<file path="src/rtl/ckv_pkg.sv">
package ckv_pkg;

  // Add two values and keep only the low w bits (modulo 2^w).
  function automatic logic [63:0] ckv_fold_add(logic [63:0] acc, logic [63:0] val, int unsigned w);
    logic [63:0] mask;
    mask = (w >= 64) ? '1 : ((64'd1 << w) - 64'd1);
    return (acc + val) & mask;
  endfunction

endpackage

</file>
<file path="src/rtl/ckv_row_check.sv">
module ckv_row_check
  import ckv_pkg::*;
#(
  parameter int N  = 4,
  parameter int DW = 8
) (
  input  logic [(N+1)*DW-1:0] row_data,
  output logic [DW-1:0]       row_sum,
  output logic                row_bad
);

  logic [63:0] acc;

  always_comb begin
    acc = '0;
    for (int j = 0; j < N; j++) begin
      acc = ckv_fold_add(acc, 64'(row_data[j*DW +: DW]), DW);
    end
    row_sum = acc[DW-1:0];
    row_bad = (row_sum != row_data[N*DW +: DW]);
  end

endmodule

</file>
<file path="src/rtl/ckv_col_store.sv">
module ckv_col_store
  import ckv_pkg::*;
#(
  parameter int N  = 4,
  parameter int DW = 8,
  parameter int CW = 3
) (
  input  logic                clk,
  input  logic                rst_n,
  input  logic                row_valid,
  input  logic [CW-1:0]       frame_cnt,
  input  logic [(N+1)*DW-1:0] row_data,
  output logic [N:0]          col_bad
);

  logic is_first;
  logic is_data;

  assign is_first = (frame_cnt == '0);
  assign is_data  = (frame_cnt < CW'(N));

  for (genvar j = 0; j <= N; j++) begin : g_col
    logic [DW-1:0] acc_q;
    logic [DW-1:0] elem;
    logic [63:0]   sum_w;

    assign elem  = row_data[j*DW +: DW];
    assign sum_w = ckv_fold_add(64'(acc_q), 64'(elem), DW);

    always_ff @(posedge clk or negedge rst_n) begin
      if (!rst_n) begin
        acc_q <= '0;
      end else if (row_valid && is_data) begin
        acc_q <= is_first ? elem : sum_w[DW-1:0];
      end
    end

    assign col_bad[j] = (acc_q != elem);
  end

endmodule

</file>
<file path="src/rtl/ckv_frame_ctrl.sv">
module ckv_frame_ctrl #(
  parameter int N  = 4,
  parameter int CW = 3
) (
  input  logic          clk,
  input  logic          rst_n,
  input  logic          row_valid,
  input  logic          row_bad,
  input  logic [N:0]    col_bad,
  output logic [CW-1:0] frame_cnt,
  output logic          last_row_evt,
  output logic          res_valid,
  output logic          error,
  output logic [N:0]    row_mismatch,
  output logic [N:0]    col_mismatch
);

  logic [CW-1:0] cnt_q;
  logic [N:0]    rm_q;
  logic [N:0]    rm_next;

  assign frame_cnt    = cnt_q;
  assign last_row_evt = row_valid && (cnt_q == CW'(N));

  always_comb begin
    rm_next = (cnt_q == '0) ? '0 : rm_q;
    rm_next[cnt_q] = row_bad;
  end

  always_ff @(posedge clk or negedge rst_n) begin
    if (!rst_n) begin
      cnt_q        <= '0;
      rm_q         <= '0;
      res_valid    <= 1'b0;
      error        <= 1'b0;
      row_mismatch <= '0;
      col_mismatch <= '0;
    end else begin
      res_valid <= last_row_evt;
      if (row_valid) begin
        cnt_q <= last_row_evt ? '0 : cnt_q + 1'b1;
        rm_q  <= rm_next;
      end
      if (last_row_evt) begin
        row_mismatch <= rm_next;
        col_mismatch <= col_bad;
        error        <= (|rm_next) || (|col_bad);
      end
    end
  end

endmodule

</file>
<file path="src/rtl/ckv_checksum_verifier.sv">
module ckv_checksum_verifier #(
  parameter int N  = 4,
  parameter int DW = 8
) (
  input  logic                clk,
  input  logic                rst_n,
  input  logic                row_valid,
  input  logic [(N+1)*DW-1:0] row_data,
  output logic                res_valid,
  output logic                error,
  output logic [N:0]          row_mismatch,
  output logic [N:0]          col_mismatch
);

  localparam int CW = (N + 1 > 1) ? $clog2(N + 1) : 1;

  logic [CW-1:0] frame_cnt;
  logic          last_row_evt;
  logic [DW-1:0] row_sum;
  logic          row_bad;
  logic [N:0]    col_bad;

  ckv_row_check #(.N(N), .DW(DW)) u_row (
    .row_data (row_data),
    .row_sum  (row_sum),
    .row_bad  (row_bad)
  );

  ckv_col_store #(.N(N), .DW(DW), .CW(CW)) u_col (
    .clk       (clk),
    .rst_n     (rst_n),
    .row_valid (row_valid),
    .frame_cnt (frame_cnt),
    .row_data  (row_data),
    .col_bad   (col_bad)
  );

  ckv_frame_ctrl #(.N(N), .CW(CW)) u_ctrl (
    .clk          (clk),
    .rst_n        (rst_n),
    .row_valid    (row_valid),
    .row_bad      (row_bad),
    .col_bad      (col_bad),
    .frame_cnt    (frame_cnt),
    .last_row_evt (last_row_evt),
    .res_valid    (res_valid),
    .error        (error),
    .row_mismatch (row_mismatch),
    .col_mismatch (col_mismatch)
  );

endmodule

</file>
<file path="config.mk">
export PLATFORM = sky130hd
export DESIGN_NAME = ckv_checksum_verifier
export DESIGN_NICKNAME = d
export VERILOG_FILES = /design/src/rtl/ckv_pkg.sv /design/src/rtl/ckv_row_check.sv /design/src/rtl/ckv_col_store.sv /design/src/rtl/ckv_frame_ctrl.sv /design/src/rtl/ckv_checksum_verifier.sv
export SDC_FILE = /design/constraint.sdc
export NUM_CORES = 1
export LEC_CHECK = 0
export BUFFER_PORTS_ARGS = -buffer_cell sky130_fd_sc_hd__buf_2
export CAP_MARGIN = 15
export CORE_UTILIZATION = 45
export DETAILED_ROUTE_END_ITERATION = 8
export GPL_TIMING_DRIVEN = 0
export PLACE_DENSITY_LB_ADDON = 0.1
export SYNTH_ARGS = -nofsm -noshare
export SYNTH_HDL_FRONTEND = slang
export SYNTH_SLANG_ARGS = --single-unit
</file>
<file path="constraint.sdc">
create_clock -name clk -period 2.37 [get_ports clk]
set_input_delay 0.474 -clock clk [delete_from_list [all_inputs] [get_ports clk]]
set_output_delay 0.474 -clock clk [all_outputs]
set_load 0.01 [all_outputs]
</file>
======== Yosys cells after proc, flatten, opt, wreduce, memory -nomap -nowiden ========
Index checks and enable logic that the tools add are counted.
word-level totals
  register bits after elaboration ......... 60
  output and inout port bits .............. 12
  word-level logic and storage cells ...... 47
  bits of input ports ..................... 43
cells by class
  muxes and demuxes ....................... 10
  $add $sub $neg .......................... 9
  eq/ne operators ......................... 7
  reduce and logical (&&, ||, !) cells .... 7
  magnitude comparators ................... 3
operator list
  kind                                                         number
  adder 8 bit                                                  8
  != test 8 bit                                                6
  2-to-1 mux 8 bit                                             5
  OR reduction 5 bit                                           2
  bitwise mux 5 bit                                            1
  2-to-1 mux 5 bit                                             1
  less-than comparator 3 x 4 -> 1 bit (second input constant)  1
  adder 3 x 1 -> 3 bit (second input constant)                 1
  demux 1 bit (select 3 bit)                                   1
  equality test 3 bit (second input constant)                  1
  >= comparator 3 x 1 -> 1 bit (second input constant)         1
  logical AND 1 bit                                            3
  logical NOT 3 bit                                            1
  less-than comparator 3 bit (second input constant)           1
  2-to-1 mux 3 bit                                             1
  logical OR 1 bit                                             1
  2-to-1 mux 1 bit                                             1

======== Longest topological paths before layout ========
Gate-level depths: netlist (run 1).
  depth in word-level cells ............... 7
  mapped depth ............................ 12
  depth with buffers taken out ............ 12

======== Modules after synthesis ========
A second synthesis (run 1) with hierarchy kept.
second synthesis, totals
  cell total of the unflattened synthesis .. 626
  area, all modules ....................... 5340.1 um^2
modules (own cells, without submodules)
  module          sequential area each (um^2)  times used  cells an instance  area an instance (um^2)
  ckv_col_store   1001.0                       1           435                3525.9
  ckv_frame_ctrl  500.5                        1           92                 968.4
  ckv_row_check   0.0                          1           99                 845.8

======== Least setup slack after synthesis (run 1) ========
No wires, ideal clock.
  path type ............................... in2reg
  start point ............................. in row_data[1]
  end point ............................... reg u_ctrl.rm_q[1]
  slack ................................... -0.984 ns
  path buffers ............................ 0
  cell stages on the path ................. 12
  data required time ...................... 2.249 ns
  data arrival time ....................... 3.232 ns
  library setup time ...................... 0.121 ns
  path through ............................ fa_1 -> inv_1 -> fa_1 -> inv_1 -> ha_1 -> fa_1 -> a21o_1 -> a21oi_1 -> o21ai_0 -> xnor2_1 -> nand3_2 -> a32o_2
between the ends
  cells in the longest elaborated chain, start to end .. 5
ends and longest elaborated chain
  element                   line                        source
  from (decl)               ckv_checksum_verifier.sv:8  input logic [(N+1)*DW-1:0] row_data,
  adder 8 bit (3 in a row)  ckv_pkg.sv:7                return (acc + val) & mask;
  != test 8 bit             ckv_row_check.sv:20         row_bad = (row_sum != row_data[N*DW +: DW]);
  bitwise mux 5 bit         ckv_frame_ctrl.sv:27        rm_next[cnt_q] = row_bad;
  to (signal assigned)      ckv_frame_ctrl.sv:42        rm_q <= rm_next;
  to (decl)                 ckv_frame_ctrl.sv:19        logic [N:0] rm_q;
Every way passes these cells.
A chain may end at the register's enable or synchronous reset.

======== Final worst setup path (run 1) ========
Ends and elaborated chain as after synthesis.

==> results_dict.tcl, run 1 <==
set metrics [dict create \
    status "finished with violations" \
    violations "setup timing" \
    reg2regPathDepth 8 \
    fin_ws_ps -807 \
    grt_antenna_before_repair 1 \
    clock_latency_ps 360 \
    cts_tree "yes" \
    total_power_mw 7.04 \
    syn-num-nets 642 \
    fmax_ghz 0.315 \
    drc 0 \
    cp_num_buf_inv 4 \
    die_h_um 106 \
    pre_cts_ws_ps -1210 \
    antenna_left 0 \
    ys_seq_area_frac 0.306 \
    synth.distinct_cells 47 \
    reg2reg_slack_ps 200 \
    setup_viol 6 \
    min_period_over_period 1.34 \
    dr_total_vias 4149 \
    tightest_slew_ps 816 \
    worstSetupPathType "in -> reg" \
    wl_per_cell_um 17.5 \
    cts-root-buf "clkbuf_8" \
    buffer_ports.inserted 54 \
    die_w_um 106 \
    hp-class "in -> async" \
    ys_ff_latch 59 \
    hpwl_mm 9.86 \
    dr.pass1.iters 4 \
    yosys_warnings 0 \
    syn_area_per_cell_um2 9.01 \
    p_leak_nw 2.41 \
    holdBufCountCts 0 \
    initial_core_util 0.466 \
    path_cells "buf_8 -> fa_1 -> inv_1 -> fa_1 -> inv_1 -> ha_2 -> fa_2 -> a21o_1 -> a21oi_2 -> buf_4 -> xnor2_4 -> nor3_4 -> nand3_4 -> a32o_2" \
    finalSetupTns_ps -4700 \
    timing.rr.start "u_col.g_col[0].acc_q[1]$_DFFE_PN0P_" \
    dieArea_um2 11100 \
    cp_slowest_stage_delay_ps 520 \
    io_pins 55 \
    crit_slowest_cell "fa_1" \
    grt_usage 0.256 \
    rows 37 \
    cap_viol_max_count 0 \
    end_kind "flip-flop" \
    grt_max_degree 60 \
    nets 711 \
    htreeDepth 3 \
    antennaDiodeCount 0 \
    grt_pass1_wl_mm 21.8 \
    final_core_util 0.535 \
    start_kind "input port" \
    grt_setup_unrepaired "yes" \
    finalHoldViolations 0 \
    clkSlewWorstSetupHoldPaths_ps 90 \
    arrival_ps 3430 \
    drt_wl_total_mm 13.1 \
    finClkSkew_ps 12.9 \
    grt_pass1_vias 4041 \
    drt_iter0_drc 215 \
    p_per_area_nw_per_um2 1270 \
    ir_drop_mv 0.695 \
    cts_made_buffers 9 \
    crit_path_start "row_data[1]" \
    syn_area_um2 4830 \
    drive_above_1_share 0.172 \
    core_um2 10400 \
    clock-sinks 59 \
    area_delta_synth_final_pct 14.8 \
    synth_cells 536 \
    clk_path_buf_depth 2 \
    path_max_fanout 6 \
    maxSlewHeadroom 0.456 \
    maxSlewViolCount 0 \
    grt-ovfl-total 0 \
    crit_end "u_ctrl.rm_q[1]$_DFFE_PN0P_" \
    vias_per_cell 5.56 \
    worst-path-stages 14 \
    min_period_ps 3180 \
    r2r_end "u_col.g_col[0].acc_q[7]$_DFFE_PN0P_" \
    cp_top_family "adder cells" \
    place.gp.congestion 0.821 \
    required_ps 2620 \
]
power by group:
group,switching [mW],leakage [nW],internal (mW)
Clock,0.484,0.0896,0.384
Combinational,2.43,1.62,1.93
Sequential,0.333,0.699,1.49
Total,3.25,2.41,3.80
per-layer routing:
metal,up-vias,GRT usage,part of all wire
met3,26,0.0643,0.065
met2,127,0.386,0.45
li1,2039,-,-
met4,0,0.0823,0.022
met1,1957,0.360,0.47
met5,-,0,0
timing repair:
item                                    CTS  global route
buffers inserted                          3             1
gates cloned                              0             0
gates resized for setup                   9             4
pin swaps                                 4             9
endpoints found under the setup margin   21            16
registers in the layout, summed over array words and instances, names as in the netlist:
name	count
u_col.g_col.acc_q	40
u_ctrl.row_mismatch	5
u_ctrl.col_mismatch	5
u_ctrl.res_valid	1
u_ctrl.frame_cnt	3
u_ctrl.rm_q	4
u_ctrl.error	1
logic make-up (layout without fill, tap and decap cells):
| family | after synthesis | count (layout) | synth area share |
|---|---|---|---|
| compound gates | 154 | 154 | 0.196 |
| simple gates | 146 | 146 | 0.151 |
| mux | 15 | 15 | 0.0339 |
| flops | 59 | 59 | 0.306 |
| buf+inv | 61 | 135 | 0.0511 |
| fa+ha+maj | 63 | 63 | 0.193 |
| xor+xnor | 38 | 38 | 0.0689 |
cells in the final DEF (no fill, tap or decap), types with 3 or more instances in the layout:
cell	n
o41ai_2	3
nor3b_1	5
clkbuf_8	9
o31a_1	5
buf_4	6
mux2i_1	7
o32ai_1	3
a21oi_1	30
dfrtp_1	59
clkbuf_1	12
o21ai_0	61
clkinv_4	3
ha_1	43
nand4_1	3
or3_1	3
nor2b_1	16
o21a_1	11
a21boi_0	6
o22ai_1	17
buf_2	56
nand3_1	13
fa_1	18
nor3_1	16
inv_1	38
nand2b_1	6
xor2_1	3
nor2_1	38
nand2_1	33
a31oi_1	5
xnor2_1	34
mux2_2	7
nor4_1	7
worst min-delay path by stage:
stage	startpoint	endpoint	slack (ps)	cells past startpoint
after global routing	rst_n	u_col.g_col[3].acc_q[1]$_DFFE_PN0P_	260	1
after global placement	u_col.g_col[3].acc_q[0]$_DFFE_PN0P_	u_col.g_col[3].acc_q[0]$_DFFE_PN0P_	470	2
after CTS	rst_n	u_col.g_col[3].acc_q[1]$_DFFE_PN0P_	230	1
after floorplan	rst_n	u_col.g_col[0].acc_q[0]$_DFFE_PN0P_	180	0
after detailed placement	u_ctrl.col_mismatch[3]$_DFFE_PN0P_	u_ctrl.col_mismatch[3]$_DFFE_PN0P_	480	1
final	rst_n	u_col.g_col[3].acc_q[1]$_DFFE_PN0P_	190	1
per-stage QoR:
step	std cells	hold slack, ps	area [µm²]
4_1_cts	745	235	5530
3_3_place_gp	726	468	5290
5_1_grt	746	263	5540
2_1_floorplan	536	178	4840
6_report	746	186	5540
3_5_place_dp	726	479	5290
Yosys cell counts, drive strengths merged:
library cell,instances,area [µm²]
a21oi,31,155
o21ai,62,310
o31a,5,43.8
a41o,1,10.0
a32o,3,31.3
o22ai,17,106
nor2b,16,100
nor3,17,96.4
o32ai,3,26.3
a211oi,1,7.51
nor3b,5,37.5
fa,19,380
o2bb2ai,2,17.5
nand2,33,124
a31oi,5,31.3
mux2i,7,70.1
nand4,3,18.8
a21boi,6,45.0
o21a,11,82.6
o41ai,3,48.8
nor4,7,43.8
a21o,2,15.0
mux2,8,93.8
and2,1,6.26
xnor2,35,307
clkbuf,13,48.8
ha,44,551
nand3,14,75.1
o22a,1,8.76
clkinv,1,3.75
inv,38,143
or3,3,18.8
dfrtp,59,1480
nor2,40,158
a22o,1,8.76
buf,9,51.3
xor2,3,26.3
nand2b,7,51.3
area by class of cell:
type                       instances  area (µm²)
tap                              136         170
sequential                        59        1480
clock inverter                     7        52.6
clock buffer                       9         124
multi-input combinational        416        3150
inverter                          39         150
fill                             989        4830
buffer                            22         103
timing repair buffer              58         319
No activity file was read; power rests on OpenSTA's default activity.
==> inputs of run 2 (changes only) <==
--- a/config.mk
+++ b/config.mk
@@ -10,7 +10,7 @@
 export CORE_UTILIZATION = 45
 export DETAILED_ROUTE_END_ITERATION = 8
 export GPL_TIMING_DRIVEN = 0
-export PLACE_DENSITY_LB_ADDON = 0.1
+export PLACE_DENSITY = 0.62
 export SYNTH_ARGS = -nofsm -noshare
 export SYNTH_HDL_FRONTEND = slang
 export SYNTH_SLANG_ARGS = --single-unit
==> results_dict.tcl, run 2 (synthesized netlist as in run 1, its figures left out) <==
set metrics [dict create \
    status "finished with violations" \
    violations "setup timing" \
    reg2reg_slack_ps 140 \
    fmax_ghz 0.321 \
    rows 37 \
    clock_latency_ps 360 \
    grt-ovfl-total 0 \
    min_period_ps 3120 \
    fin_ws_ps -749 \
    grt_usage 0.252 \
    p_per_area_nw_per_um2 1280 \
    min_period_over_period 1.32 \
    seq_power_share 0.256 \
    cts_made_buffers 9 \
    grt_max_degree 60 \
    drc 0 \
    initial_core_util 0.466 \
    grt_pass1_vias 4149 \
    largest_reg_flops 40 \
    dr_total_vias 4256 \
    start_kind "input port" \
    io_pins 55 \
    final_cell_mix "o21ai_0, dfrtp_1, buf_2, ha_1" \
    p_leak_nw 2.43 \
    core_um2 10400 \
    path_max_fanout 6 \
    hpwl_mm 9.74 \
    cap_viol_max_count 0 \
    switching_share 0.450 \
    arrival_ps 3380 \
    antennaDiodeCount 0 \
    holdBufCountCts 0 \
    reg.largest.list "u_col.g_col.acc_q (40), u_ctrl.col_mismatch (5), u_ctrl.row_mismatch (5)" \
    grt_setup_unrepaired "yes" \
    hp-class "in -> async" \
    drt_wl_total_mm 13.1 \
    vias_per_cell 5.70 \
    die_w_um 106 \
    required_ps 2630 \
    die_h_um 106 \
    area_delta_synth_final_pct 15.9 \
    end_kind "flip-flop" \
    htreeDepth 3 \
    grt_antenna_before_repair 0 \
    top_register "u_col.g_col.acc_q" \
    whs_ps 187 \
    clock-sinks 59 \
    place_area_um2 5290 \
    dr.pass1.iters 4 \
    maxSlewViolCount 0 \
    final_cell_area_um2 5590 \
    drt_iter0_drc 181 \
    setup_viol 6 \
    crit_top_cell "fa_1" \
    clk_path_buf_depth 2 \
    dieArea_um2 11100 \
    finalHoldViolations 0 \
    clkSlewWorstSetupHoldPaths_ps 80 \
    ir_drop_mv 0.600 \
    wl_per_cell_um 17.5 \
    pwr-share-comb 0.606 \
    cts_tree "yes" \
    antenna_left 0 \
    pwr-share-clk 0.138 \
    p_int_mw 3.92 \
    maxSlewHeadroom 0.464 \
    cp_slowest_stage_delay_ps 520 \
    tightest_slew_ps 804 \
    cts-root-buf "clkbuf_8" \
    nets 712 \
    power.switching_mw 3.21 \
    finClkSkew_ps 7.85 \
    path_cells "buf_8 -> fa_1 -> inv_1 -> fa_1 -> inv_2 -> ha_4 -> fa_2 -> a21o_1 -> a21oi_2 -> buf_4 -> xnor2_4 -> nor3_4 -> nand3_4 -> a32o_2" \
    buffer_ports.inserted 54 \
    place.gp.congestion 0.889 \
    worstSetupPathType "in -> reg" \
    grt_pass1_wl_mm 21.3 \
    crit_slowest_cell "fa_1" \
    drive_above_1_share 0.175 \
    final_common_cell "o21ai_0" \
]
## run 2: changes by cell type in the layout (fill, tap and decap cells not counted), sizes merged
cell	delta
buf	+2
bufinv	+1
clkinv	-1
inv	-1
## run 2: area by class of cell
type,instances,area (µm²)
Buffer,22,101
Clock buffer,10,138
Clock inverter,6,65.1
Fill cell,996,4780
Inverter,39,150
Multi-Input combinational cell,416,3160
Sequential cell,59,1480
Tap cell,136,170
Timing Repair Buffer,59,333
## run 2: worst paths after layout
check	start	end	cells past startpoint
min in group clk	row_data[7]	u_col.g_col[0].acc_q[7]$_DFFE_PN0P_	2
worst max-delay path	row_data[1]	u_ctrl.rm_q[1]$_DFFE_PN0P_	14
worst min register to register	u_col.g_col[4].acc_q[0]$_DFFE_PN0P_	u_col.g_col[4].acc_q[0]$_DFFE_PN0P_	2
max in group asynchronous	rst_n	u_col.g_col[1].acc_q[2]$_DFFE_PN0P_	1
worst min-delay path	rst_n	u_col.g_col[3].acc_q[3]$_DFFE_PN0P_	1
worst max register to register	u_col.g_col[4].acc_q[4]$_DFFE_PN0P_	u_ctrl.error$_DFFE_PN0P_	6
## run 2: power groups by stage
stage / sequential, mW / clock [mW] / combinational [mW]
detailed placement: 1.84 / 0 / 4.16
CTS: 1.82 / 0.994 / 4.30
global route: 1.89 / 1.04 / 4.86
floorplan: 1.79 / 0 / 3.20
global placement: 1.81 / 0 / 4.05
finish: 1.83 / 0.984 / 4.32
## run 2: metal layers
metal	wire length, µm	share of wire	track usage	up-vias
met5	0	0	0	-
met4	391	0.030	0.110	0
met3	569	0.044	0.0383	27
met2	5830	0.45	0.396	109
met1	6290	0.48	0.345	2078
li1	-	-	-	2042
## run 2: worst max-delay path: cells and delay by family
kind            cells  cell delay, ps
xor+xnor            1              70
compound gates      3             610
buf+inv             4             360
fa+ha+maj           4            1500
simple gates        2             370
## run 2: stage by stage
step	util	total power, mW	std cells	setup WS (ps)	TNS (ps)
global placement	0.510	5.86	726	-1200	-11880
CTS	0.539	7.11	747	-737	-4270
detailed placement	0.510	6.00	726	-1200	-12500
finish	0.539	7.14	747	-749	-4330
global route	0.539	7.79	747	-852	-4950
floorplan	-	4.99	536	-820	-4760
## run 2: timing repair
action                                  in CTS  in global routing
pin swaps                                    6                  8
buffers inserted                             5                  0
resized for setup                           13                  4
endpoints found under the setup margin      26                 23
==> inputs of run 3 (changes only) <==
--- a/config.mk
+++ b/config.mk
@@ -5,6 +5,7 @@
 export SDC_FILE = /design/constraint.sdc
 export NUM_CORES = 1
 export LEC_CHECK = 0
+export ABC_AREA = 1
 export BUFFER_PORTS_ARGS = -buffer_cell sky130_fd_sc_hd__buf_2
 export CAP_MARGIN = 15
 export CORE_UTILIZATION = 45
==> results_dict.tcl, run 3 <==
set metrics [dict create \
    use_met3 0.0521 \
    grt-ovfl-total 0 \
    top_register "u_col.g_col.acc_q" \
    fin_ws_ps -935 \
    grt_pass1_wl_mm 23.0 \
    final_core_util 0.543 \
    start_kind "input port" \
    worstSetupPathType "in -> reg" \
    place_area_um2 5340 \
    ys_top_cells_by_area "dfrtp_1, nand2_1, ha_1" \
    place.gp.congestion 0.873 \
    final_cell_area_um2 5650 \
    cap_viol_max_count 0 \
    buffer_ports.inserted 53 \
    yosys_warnings 0 \
    end_kind "flip-flop" \
    wl_per_cell_um 16.1 \
    synth_flop_cell "dfrtp_1" \
    drive_above_1_share 0.145 \
    grt_usage 0.269 \
    use_met1 0.355 \
    yosysTopAreaCell "dfrtp_1" \
    holdBufCountCts 0 \
    grtUsageMet2 0.427 \
    path_max_fanout 3 \
    r2r_end "u_col.g_col[3].acc_q[4]$_DFFE_PN0P_" \
    syn_area_um2 4900 \
    drt_wl_total_mm 14.0 \
    synth_compound_gate_area_share 0.135 \
    clock_latency_ps 360 \
    maxSlewHeadroom 0.440 \
    instances_no_fill 867 \
    finalHoldViolations 0 \
    async_flop_share 1.00 \
    cts-root-buf "clkbuf_8" \
    io_pins 55 \
    clock-sinks 60 \
    synth_top_family_by_area "simple AND/OR/NAND/NOR gates" \
    synth_adder_area_share 0.190 \
    busiest_layer "met2" \
    tightest_slew_ps 840 \
    synth_cells 655 \
    cts_tree "yes" \
    timing.rr.start "u_ctrl.frame_cnt[1]$_DFFE_PN0P_" \
    p_leak_nw 2.85 \
    ir_drop_mv 0.513 \
    final_common_cell "nand2_1" \
    syn_area_per_cell_um2 7.48 \
    grt_setup_unrepaired "yes" \
    final_cell_mix "nand2_1, o21ai_0, inv_1, dfrtp_1, nor2_1" \
    violations "setup timing" \
    finClkSkew_ps 9.11 \
    min_period_ps 3310 \
    arrival_ps 3560 \
    grt_max_degree 61 \
    synth_edf_count 0 \
    fmax_ghz 0.303 \
    cts_made_buffers 9 \
    synth-xor-area-share 0.0554 \
    muxShareOfSynthArea 0 \
    synth_top_cell_area_share 0.307 \
    status "finished with violations" \
    synth_simple_gate_area_frac 0.244 \
    syn-num-nets 761 \
    p_per_area_nw_per_um2 1230 \
    fillerInstances 1007 \
    grt_antenna_before_repair 0 \
    die_w_um 106 \
    synth.distinct_cells 28 \
    dp.cells 844 \
    synthTopCellsByCount "nand2_1, o21ai_0, inv_1" \
    core_um2 10400 \
    crit_path_start "row_data[17]" \
    dr.pass1.iters 5 \
    min_period_over_period 1.39 \
    dieArea_um2 11300 \
    htreeDepth 3 \
    drc 0 \
    initial_core_util 0.470 \
    rows 37 \
    nets 833 \
    required_ps 2620 \
    reg2regPathDepth 8 \
    area_delta_synth_final_pct 15.4 \
    dr_total_vias 4622 \
    vias_per_cell 5.33 \
    grt_pass1_vias 4531 \
    hpwl_mm 10.4 \
    hp-class "in -> async" \
    clk_path_buf_depth 2 \
    finalSetupTns_ps -8440 \
    reg2reg_slack_ps 170 \
    clkSlewWorstSetupHoldPaths_ps 70 \
    setup_viol 11 \
    ys_ff_latch 60 \
    yosysMostFrequentCell "nand2_1" \
    ys_seq_area_frac 0.307 \
    antennaDiodeCount 0 \
    drt_iter0_drc 249 \
    maxSlewViolCount 0 \
    antenna_left 0 \
    die_h_um 106 \
    largest_reg_flops 40 \
]
-- run 3: cell count changes in the layout (fill, tap and decap cells not counted), sizes merged, moves of 7 or more --
| cell | before | now |
|---|---|---|
| xnor2 | 35 | 16 |
| o21ai | 62 | 82 |
| nor2 | 40 | 62 |
| nor2b | 16 | 0 |
| inv | 38 | 69 |
| o21a | 11 | 0 |
| mux2 | 8 | 0 |
| xor2 | 3 | 15 |
| o22ai | 17 | 0 |
| nand2 | 33 | 156 |
| nand2b | 7 | 0 |
| nand3 | 14 | 36 |
| a21oi | 31 | 40 |
| mux2i | 7 | 0 |
-- run 3: timing repair --
action / 4_1_cts / 5_1_grt
setup buffers: 5 / 3
resized for setup: 24 / 11
endpoints found under the setup margin: 39 / 27
pin swaps: 20 / 5
-- run 3: worst max-delay path by stage --
stage,end,slack [ps]
2_1_floorplan,u_ctrl.error$_DFFE_PN0P_,-940
4_1_cts,u_ctrl.error$_DFFE_PN0P_,-980
3_5_place_dp,u_ctrl.error$_DFFE_PN0P_,-1460
6_report,u_ctrl.error$_DFFE_PN0P_,-940
3_3_place_gp,u_ctrl.error$_DFFE_PN0P_,-1410
5_1_grt,u_ctrl.error$_DFFE_PN0P_,-1080
-- run 3: worst max-delay path: stages --
cell	delay, ps
buf_8	100
fa_1	520
inv_1	50
fa_1	510
inv_2	50
ha_4	160
fa_2	530
nand2_1	50
nand2_1	50
nand3_1	80
nor2_1	140
nand3_2	110
nor2_2	110
nand3_2	120
nand2_2	100
nand2_2	80
nor2_2	110
nand2_1	60
nor2_1	90
nor2_1	50
-- run 3: logic make-up after synthesis --
logic type / after synthesis
simple gates: 284
flops: 60
compound gates: 129
fa+ha+maj: 63
xor+xnor: 31
buf+inv: 88
-- run 3: through the flow --
stage / setup WS [ps] / hold WS [ps] / total power [mW]
2_1_floorplan: -939 / 178 / 4.72
3_3_place_gp: -1410 / 465 / 5.72
3_5_place_dp: -1460 / 471 / 5.86
4_1_cts: -977 / 256 / 6.87
5_1_grt: -1080 / 279 / 7.62
6_report: -935 / 221 / 6.93
-- run 3: layout make-up --
| cell class | count | area [µm²] | share of cell area |
|---|---|---|---|
| Clock buffer | 11 | 151 | 0.0268 |
| Tap cell | 136 | 170 | 0.0301 |
| Buffer | 18 | 82.6 | 0.0146 |
| Multi-Input combinational cell | 507 | 3110 | 0.549 |
| Inverter | 70 | 267 | 0.0471 |
| Clock inverter | 4 | 25.0 | 0.00443 |
| Sequential cell | 60 | 1500 | 0.266 |
| Timing Repair Buffer | 61 | 350 | 0.0620 |
-- run 3: where the power goes --
group | total, mW | leakage (nW) | switching [mW] | internal [mW]
Sequential | 1.83 | 0.732 | 0.308 | 1.52
Combinational | 4.21 | 2.03 | 2.57 | 1.64
Clock | 0.889 | 0.0872 | 0.462 | 0.427
Total | 6.93 | 2.85 | 3.34 | 3.59
-- run 3: per-layer routing --
metal  wire (µm)  up-vias
li1            -     2283
met1        6440     2190
met2        6450      122
met3         686       27
met4         431        0
met5           0        -
